$ cat config.mk
export PLATFORM = sky130hd
export DESIGN_NAME = xirq_ctrl
export DESIGN_NICKNAME = d
export VERILOG_FILES = /design/src/rtl/xirq_pkg.sv /design/src/rtl/xirq_sync.sv /design/src/rtl/xirq_line.sv /design/src/rtl/xirq_prio.sv /design/src/rtl/xirq_ctrl.sv
export SDC_FILE = /design/constraint.sdc
export NUM_CORES = 1
export LEC_CHECK = 0
export BUFFER_PORTS_ARGS = -buffer_cell sky130_fd_sc_hd__buf_2
export CAP_MARGIN = 25
export CORE_MARGIN = 2
export CORE_UTILIZATION = 45
export DETAILED_ROUTE_END_ITERATION = 8
export GPL_ROUTABILITY_DRIVEN = 0
export PLACE_DENSITY = 0.76
export REMOVE_ABC_BUFFERS = 1
export SLEW_MARGIN = 20
export SYNTH_ARGS = -nofsm -noshare
export SYNTH_HDL_FRONTEND = slang
export SYNTH_SLANG_ARGS = --single-unit
$ cat constraint.sdc
create_clock -name clk -period 5.9 [get_ports clk]
set_input_delay 0.885 -clock clk [delete_from_list [all_inputs] [get_ports clk]]
set_output_delay 0.885 -clock clk [all_outputs]
set_load 0.02 [all_outputs]
$ cat src/rtl/xirq_pkg.sv
`timescale 1ns/1ps
// Shared encodings for the external interrupt controller.
// Assumes the register port uses a 2-bit address.
package xirq_pkg;

    // Per-line sense code for the configurable lines.
    typedef enum logic [1:0] {
        SNS_LOW  = 2'b00,
        SNS_RSVD = 2'b01,
        SNS_FALL = 2'b10,
        SNS_RISE = 2'b11
    } sense_e;

    // Register addresses.
    localparam logic [1:0] ADDR_MASK  = 2'd0;
    localparam logic [1:0] ADDR_SENSE = 2'd1;
    localparam logic [1:0] ADDR_FLAG  = 2'd2;
    localparam logic [1:0] ADDR_CTRL  = 2'd3;

endpackage

$ cat src/rtl/xirq_sync.sv
`timescale 1ns/1ps
// Multi-stage synchroniser for a bus of independent asynchronous pins.
// Assumes the pins idle high, so every stage resets to one.
// This way no request appears while the chain fills after reset.
module xirq_sync #(
    parameter int W      = 8,
    parameter int STAGES = 2
) (
    input  logic         clk,
    input  logic         rst_n,
    input  logic [W-1:0] d_i,
    output logic [W-1:0] q_o
);

    logic [W-1:0] chain_q [STAGES];

    generate
        for (genvar s = 0; s < STAGES; s++) begin : g_stage
            // Shift one sample per clock along the chain.
            always_ff @(posedge clk) begin
                if (!rst_n) begin
                    chain_q[s] <= '1;
                end else if (s == 0) begin
                    chain_q[s] <= d_i;
                end else begin
                    chain_q[s] <= chain_q[(s > 0) ? s - 1 : 0];
                end
            end
        end
    endgenerate

    assign q_o = chain_q[STAGES-1];

endmodule

$ cat src/rtl/xirq_line.sv
`timescale 1ns/1ps
// One configurable interrupt line. It senses a low level, a falling edge or a
// rising edge according to its sense code, and holds edge events in a flag.
// Assumes smp_i is already synchronised.
// In non-edge modes the flag is forced clear.
// A new edge wins over a clear request in the same cycle.
module xirq_line
    import xirq_pkg::*;
(
    input  logic       clk,
    input  logic       rst_n,
    input  logic       smp_i,
    input  logic [1:0] sense_i,
    input  logic       clr_i,
    output logic       req_o,
    output logic       flag_o
);

    sense_e mode;
    logic   prev_q;
    logic   flag_q;
    logic   edge_mode;
    logic   hit;

    assign mode = sense_e'(sense_i);

    // Remember the previous synchronised sample for edge comparison.
    always_ff @(posedge clk) begin
        if (!rst_n) prev_q <= 1'b1;
        else        prev_q <= smp_i;
    end

    // Decide whether this cycle carries a qualifying edge.
    always_comb begin
        edge_mode = (mode == SNS_FALL) || (mode == SNS_RISE);
        unique case (mode)
            SNS_FALL: hit = prev_q & ~smp_i;
            SNS_RISE: hit = ~prev_q & smp_i;
            default:  hit = 1'b0;
        endcase
    end

    // Edge flag: cleared outside edge mode, set by an edge, else cleared on request.
    always_ff @(posedge clk) begin
        if (!rst_n)          flag_q <= 1'b0;
        else if (!edge_mode) flag_q <= 1'b0;
        else if (hit)        flag_q <= 1'b1;
        else if (clr_i)      flag_q <= 1'b0;
    end

    // Visible flag and request: level mode follows the pin, the reserved code stays idle.
    always_comb begin
        flag_o = flag_q & edge_mode;
        req_o  = (mode == SNS_LOW) ? ~smp_i : flag_o;
    end

endmodule

$ cat src/rtl/xirq_prio.sv
`timescale 1ns/1ps
// Fixed-priority selector. The lowest index among the enabled requests wins.
// The result is presented as vector BASE + STEP * index.
// Assumes the largest vector fits in VEC_W bits.
module xirq_prio #(
    parameter int N     = 8,
    parameter int VEC_W = 8,
    parameter int BASE  = 2,
    parameter int STEP  = 2
) (
    input  logic [N-1:0]     req_i,
    input  logic             gie_i,
    output logic             valid_o,
    output logic [VEC_W-1:0] vec_o,
    output logic [N-1:0]     grant_o
);

    localparam int IDX_W = (N > 1) ? $clog2(N) : 1;

    logic [IDX_W-1:0] idx;
    logic             any;

    // Scan from the top down so that the lowest pending index is the last one kept.
    always_comb begin
        idx = '0;
        for (int i = N - 1; i >= 0; i--) begin
            if (req_i[i]) idx = IDX_W'(i);
        end
    end

    // Build the grant and the vector from the winning index.
    always_comb begin
        any      = |req_i;
        valid_o  = any & gie_i;
        grant_o  = '0;
        grant_o[idx] = any;
        vec_o    = valid_o ? VEC_W'(BASE + STEP * int'(idx)) : '0;
    end

endmodule

$ cat src/rtl/xirq_ctrl.sv
`timescale 1ns/1ps
// External interrupt controller top.
// - Synchronises the pins.
// - Senses lines 0..N_FIXED-1 as fixed low level and the rest per sense code.
// - Masks the requests and presents the highest-priority one while the
//   global enable is set.
// Assumes DATA_W covers both N_LINES and 2*(N_LINES-N_FIXED).
module xirq_ctrl
    import xirq_pkg::*;
#(
    parameter int N_LINES     = 8,
    parameter int N_FIXED     = 4,
    parameter int DATA_W      = 8,
    parameter int VEC_W       = 8,
    parameter int SYNC_STAGES = 2,
    parameter int VEC_BASE    = 2,
    parameter int VEC_STEP    = 2
) (
    input  logic               clk,
    input  logic               rst_n,
    input  logic [N_LINES-1:0] irq_pin_i,
    input  logic               reg_we_i,
    input  logic [1:0]         reg_addr_i,
    input  logic [DATA_W-1:0]  reg_wdata_i,
    output logic [DATA_W-1:0]  reg_rdata_o,
    input  logic               ack_i,
    input  logic               reti_i,
    output logic               irq_valid_o,
    output logic [VEC_W-1:0]   irq_vec_o
);

    localparam int N_CFG = N_LINES - N_FIXED;
    localparam int SNS_W = 2 * N_CFG;

    logic [N_LINES-1:0] mask_q;
    logic [SNS_W-1:0]   sense_q;
    logic               gie_q;
    logic [N_LINES-1:0] pin_s;
    logic [N_LINES-1:0] req;
    logic [N_LINES-1:0] grant;
    logic [N_CFG-1:0]   flag_vis;
    logic [N_LINES-1:0] flag_view;
    logic               ack_take;
    logic               wr_mask;
    logic               wr_sense;
    logic               wr_flag;
    logic               wr_ctrl;

    // Decode the register write strobes.
    always_comb begin
        wr_mask  = reg_we_i && (reg_addr_i == ADDR_MASK);
        wr_sense = reg_we_i && (reg_addr_i == ADDR_SENSE);
        wr_flag  = reg_we_i && (reg_addr_i == ADDR_FLAG);
        wr_ctrl  = reg_we_i && (reg_addr_i == ADDR_CTRL);
        ack_take = ack_i && irq_valid_o;
    end

    // Mask and sense-code registers.
    always_ff @(posedge clk) begin
        if (!rst_n) begin
            mask_q  <= '0;
            sense_q <= '0;
        end else begin
            if (wr_mask)  mask_q  <= reg_wdata_i[N_LINES-1:0];
            if (wr_sense) sense_q <= reg_wdata_i[SNS_W-1:0];
        end
    end

    // Global enable: acknowledge clears it, then return sets it, then a software write.
    always_ff @(posedge clk) begin
        if (!rst_n)        gie_q <= 1'b0;
        else if (ack_take) gie_q <= 1'b0;
        else if (reti_i)   gie_q <= 1'b1;
        else if (wr_ctrl)  gie_q <= reg_wdata_i[0];
    end

    xirq_sync #(
        .W      (N_LINES),
        .STAGES (SYNC_STAGES)
    ) sync_i (
        .clk   (clk),
        .rst_n (rst_n),
        .d_i   (irq_pin_i),
        .q_o   (pin_s)
    );

    generate
        for (genvar f = 0; f < N_FIXED; f++) begin : g_fixed
            assign req[f] = ~pin_s[f];
        end
        for (genvar k = 0; k < N_CFG; k++) begin : g_cfg
            logic clr;
            assign clr = (wr_flag && reg_wdata_i[N_FIXED+k]) ||
                         (ack_take && grant[N_FIXED+k]);
            xirq_line line_i (
                .clk     (clk),
                .rst_n   (rst_n),
                .smp_i   (pin_s[N_FIXED+k]),
                .sense_i (sense_q[2*k+1:2*k]),
                .clr_i   (clr),
                .req_o   (req[N_FIXED+k]),
                .flag_o  (flag_vis[k])
            );
        end
    endgenerate

    xirq_prio #(
        .N     (N_LINES),
        .VEC_W (VEC_W),
        .BASE  (VEC_BASE),
        .STEP  (VEC_STEP)
    ) prio_i (
        .req_i   (req & mask_q),
        .gie_i   (gie_q),
        .valid_o (irq_valid_o),
        .vec_o   (irq_vec_o),
        .grant_o (grant)
    );

    // Register read mux; the fixed lines contribute zero flag bits.
    always_comb begin
        flag_view = {flag_vis, {N_FIXED{1'b0}}};
        unique case (reg_addr_i)
            ADDR_MASK:  reg_rdata_o = DATA_W'(mask_q);
            ADDR_SENSE: reg_rdata_o = DATA_W'(sense_q);
            ADDR_FLAG:  reg_rdata_o = DATA_W'(flag_view);
            default:    reg_rdata_o = DATA_W'(gie_q);
        endcase
    end

endmodule

; ---- After elaboration in Yosys (flattened, before gate mapping)
; Memories as Yosys holds them, arrays and structs flattened.
; Cells that the tools add are included.
[classes]
reduce_logical = 38
add_sub_neg = 1
muxes = 34
n_lt_le_gt_ge = 2
n_eq_ne = 11
bitwise_logic = 30
[op_table]
columns = operator, count
row1 = $mux 3, 8
row2 = $mux 8, 3
row3 = $pmux 8 s3, 1
row4 = $eq 2x2->1 const B, 10
row5 = $mux 1, 17
row6 = $and 8x8->8, 2
row7 = $logic_and 1x1->1, 14
row8 = $and 1x1->1, 13
row9 = $not 1->1, 13
row10 = $logic_not 2->1, 5
row11 = $reduce_bool 2->1, 5
row12 = $logic_or 1x1->1, 8
row13 = $pmux 1 s2, 4
row14 = $reduce_and 2->1, 4
row15 = $reduce_or 8->1, 1
row16 = $add 2x4->5 const A, 1
row17 = $lt 3x4->1 const B, 1
row18 = $demux 1 s3, 1
row19 = $ge 3x1->1 const B, 1
row20 = $eq 2x1->1 const B, 1
row21 = $or 1x1->1, 2
row22 = $reduce_or 2->1, 1
[totals]
wordCells = 128
reg_bits = 25
ramBits = 16
memories = 1
inputBits = 23
out_inout_bits = 17
[memory_table]
columns = name, words, word_bits, rd, rd_ports_with_merged_regs, write_ports, line
row1 = sync_i.chain_q, 2, 8, 2, 0, 2, xirq_sync.sv:15  ; logic [W-1:0] chain_q [STAGES];

; ---- Depth between registers and ports, before layout
[depth]
word_depth = 22
depth_mapped = 8
depth_no_buf = 8

; ---- Modules after synthesis
; A second synthesis with hierarchy kept.
[hier_totals]
cells_unflattened = 213
hier_area_um2 = 2006.9
[modules_own_cells]
columns = mod, seq_area_each_um2, area_per_inst_um2, n_inst, cells_each
row1 = xirq_ctrl, 340.3, 935.9, 1, 97
row2 = xirq_sync, 320.3, 431.7, 1, 33
row3 = xirq_line, 40.0, 96.3, 4, 11
row4 = xirq_prio, 0.0, 254.0, 1, 39

; ---- Worst setup path after synthesis
; OpenSTA, ideal clock, no wires.
[synth_path]
path_type = flip-flop to output port
from = register mask_q[7]
to = output irq_vec_o[3]
slack_ns = 3.190
t_arrival_ns = 1.825
t_required_ns = 5.015
path_buffers = 0
stages_incl_launch_ff = 9
path_cell_list = dfxtp_1 > inv_2 > o41ai_4 > nand2b_2 > nand3_2 > a221oi_2 > ha_1 > xnor2_1 > nor2_1
[synth_between]
elab_chain_len = 11
word_cells_on_any_way = 13
classes_between = add/sub: 1 / mux: 9 / bitwise: 2 / reduce/logical: 1
[synth_lines]
columns = item, line
row1 = from (decl), xirq_ctrl.sv:35  ; logic [N_LINES-1:0] mask_q;
row2 = from (signal assigned), xirq_ctrl.sv:64  ; if (wr_mask) mask_q <= reg_wdata_i[N_LINES-1:0];
row3 = $and 8x8->8 (*), xirq_ctrl.sv:113  ; .req_i (req & mask_q),
row4 = $mux 3 (8 in series), xirq_prio.sv:27  ; if (req_i[i]) idx = IDX_W'(i);
row5 = $add 2x4->5, xirq_prio.sv:37  ; vec_o = valid_o ? VEC_W'(BASE + STEP * int'(idx)) : '0;
row6 = $mux 8 (*), xirq_prio.sv:37
row7 = to (decl), xirq_ctrl.sv:29  ; output logic [VEC_W-1:0] irq_vec_o
; Every way passes the cells marked *; elsewhere a longest branch is shown, timed or not.

; ---- Worst setup path in the final report
[layout_path]
from = input reg_addr_i[0]
to = output reg_rdata_o[7]
[layout_between]
elab_chain_len = 2
word_cells_on_any_way = 4
classes_between = eq/ne: 2 / mux: 1 / reduce/logical: 1
[layout_lines]
columns = item, line
row1 = from (decl), xirq_ctrl.sv:23  ; input logic [1:0] reg_addr_i,
row2 = $eq 2x2->1 (tied with other cells), xirq_ctrl.sv:123  ; unique case (reg_addr_i)
row3 = $pmux 8 s3 (*), xirq_ctrl.sv:123
row4 = to (decl), xirq_ctrl.sv:25  ; output logic [DATA_W-1:0] reg_rdata_o,
; Marks and branches as above.

==> results.json <==
{
  "io_buffers": 35,
  "ant_nets": 0,
  "status": "finished clean",
  "nNetsFinal": 282,
  "final_max_slew_viol_count": 0,
  "die-area_um2": 4930,
  "track_usage": 0.1736,
  "dieHeight_um": 70.22,
  "power_density_nw_per_um2": 252.6,
  "ys.warnings.count": 0,
  "cts_made_buffers": 5,
  "die_x_um": 70.22,
  "worstPathRequired_ps": 5020,
  "worstMarginPinSlew_ps": 802.5,
  "relSlewSlack": 0.4639,
  "hp-start": "sync_i.chain_q[0][6]",
  "ir_worst_vdd_mv": 0.1679,
  "cts_buffer_depth": 2,
  "grt_antenna_before_repair": 0,
  "htreeDepth": 2,
  "fin_crit_sh": 0.5402,
  "avgSynthCellArea_um2": 8.731,
  "clock_skew_ps": 8.584,
  "grt-ovfl-total": 0,
  "syn_inst": 226,
  "cts_tree": "done",
  "min_path_type": "reg -> reg",
  "crit_path_start": "reg_addr_i[0]",
  "ctsHoldBuffers": 0,
  "post_drt_wl_per_cell_um": 12.98,
  "ys_types": 43,
  "max_freq_ghz": 0.3137,
  "synth_area_um2": 1973,
  "ioPinCount": 40,
  "endpoint_kind": "output pin",
  "grt_pass1_vias": 1403,
  "diodes": 0,
  "fillers": 415,
  "drv_cap": 0,
  "root_buffer": "clkbuf_8",
  "p_leak_nw": 0.9496,
  "ys_seq_area_frac": 0.4160,
  "reg2reg_from": "mask_q[7]",
  "vias_per_cell": 5.186,
  "wl_um": 4036,
  "grt_pass1_wl_um": 6720,
  "post-route-min-period_ps": 3187,
  "path_clk_slew_ps": 80,
  "drive_above_1_share": 0.2085,
  "arrival_ps": 2300,
  "whs_ps": 399.8,
  "firstDrtPassIters": 4,
  "critPathLaunchType": "input pin",
  "area_growth_pct": 15.35,
  "reg2reg_slack_ps": 4280,
  "worst-setup-path-type": "in -> out",
  "drt-initial-drc-count": 108,
  "ys_ff_latch": 41,
  "drc": 0,
  "cts.sinks": 41,
  "start_util": 0.4595,
  "reg2reg_to": "g_cfg[2].line_i.flag_q",
  "hold_viol_final": 0,
  "num_rows": 24,
  "core_um2": 4294,
  "setup_viol": 0,
  "postCtsSetupBuffers": 0,
  "cts_resized": 0,
  "grt_max_degree": 44,
  "rsz0062_at_grt": "false",
  "via_count": 1613,
  "clk_latency_ps": 290,
  "fin_tns_setup_ps": 0,
  "dp.final_hpwl_um": 2913,
  "ff2ff_path_depth": 5,
  "cp-endpoint": "reg_rdata_o[7]",
  "path_max_fanout": 15
}
## power by group
| group | switching (W) | internal (W) |
|---|---|---|
| combinational | 0.0000295 | 0.0000217 |
| sequential | 0.00000732 | 0.000287 |
| clock | 0.0000918 | 0.000138 |
| total | 0.000129 | 0.000446 |
## synth_stat cells, drive strengths merged
library cell / n / share of area
a21boi: 8 / 0.030
a21oi: 4 / 0.012
a221o: 2 / 0.010
a221oi: 1 / 0.0076
a31oi: 4 / 0.013
and2: 4 / 0.014
and3: 1 / 0.0032
and3b: 2 / 0.0089
and4bb: 1 / 0.0063
buf: 7 / 0.022
clkbuf: 6 / 0.011
conb: 1 / 0.0019
dfxtp: 41 / 0.42
ha: 1 / 0.0063
inv: 4 / 0.0076
mux2: 1 / 0.0057
mux2i: 15 / 0.076
nand2: 27 / 0.051
nand2b: 23 / 0.074
nand3: 20 / 0.053
nand3b: 2 / 0.0076
nor2: 13 / 0.025
nor2b: 12 / 0.038
nor3: 3 / 0.0076
nor3b: 1 / 0.0038
nor4b: 1 / 0.0076
o2111ai: 1 / 0.0044
o21a: 1 / 0.0038
o21ai: 14 / 0.043
o31ai: 1 / 0.0038
o41ai: 1 / 0.014
or3: 2 / 0.0063
xnor2: 1 / 0.0044
## final cells by class
class | instances | area, um^2 | share of cell area
Clock buffer | 7 | 86.33 | 0.03793
Clock inverter | 1 | 30.03 | 0.01319
Inverter | 4 | 15.01 | 0.006597
Multi-Input combinational cell | 171 | 1084 | 0.4761
Sequential cell | 41 | 820.8 | 0.3606
Tap cell | 52 | 65.06 | 0.02859
Timing Repair Buffer | 35 | 175.2 | 0.07697
## metrics by stage
stage                     std cells  setup WS (ps)  cell area [um^2]  utilization  power [W]
after floorplan                 216           3190              1919            -  0.0003277
after detailed placement        303           2724              2160       0.5029  0.0003518
after global placement          303           2754              2160       0.5029  0.0003507
final                           311           2713              2276       0.5300  0.0005749
after global routing            311           2526              2276       0.5300  0.0006027
after CTS                       311           2712              2276       0.5300  0.0005823
## worst max-delay path: stages
cell and delay (ps):
buf_2 270, nor2b_1 700, o21ai_0 190, nand2_1 100
buf_2 160
## metal layers
metal	routed length (um)	up-vias	global-route usage
li1	-	830	-
met1	1892	729	0.2358
met2	1809	48	0.2561
met3	269	6	0.05195
met4	65	0	0.07265
met5	0	-	0
## registers in the layout, indices dropped and copies added, names as in the netlist
name / flops
g_cfg.line_i.prev_q: 4
sense_q: 8
g_cfg.line_i.flag_q: 4
mask_q: 8
sync_i.chain_q: 16
gie_q: 1
## cell usage in the layout, fill, tap and decap left out, types with 2 or more instances in the layout
cell type	instances
nor2_1	13
clkbuf_8	6
o21ai_0	11
and3b_1	2
nor2b_1	12
nand2b_1	22
nand2_1	27
mux2i_1	15
a31oi_1	4
a21boi_0	8
conb_1	4
a221o_1	2
nand3_1	19
inv_1	3
nand3b_1	2
a21oi_1	3
nor3_1	3
or3_1	2
dfxtp_1	41
buf_2	35
and2_1	3
## cell families after synthesis
logic type,synth area share
and+or+nand+nor,0.3069
DFF,0.4160
AOI/OAI and AO/OA,0.1420
buffers and inverters,0.04058
muxes,0.08180
adders and majority gates,0.006340
other,0.001901
xor gates and xnor gates,0.004440
## how the worst min path moves through the flow
stage                                       to  depth (start not counted)
after global placement    sync_i.chain_q[1][6]                          1
after floorplan           sync_i.chain_q[1][0]                          1
after global routing      sync_i.chain_q[1][1]                          1
final                     sync_i.chain_q[1][6]                          1
after CTS                 sync_i.chain_q[1][6]                          1
after detailed placement  sync_i.chain_q[1][4]                          1
Note: power is estimated with default switching activity, not from simulation.
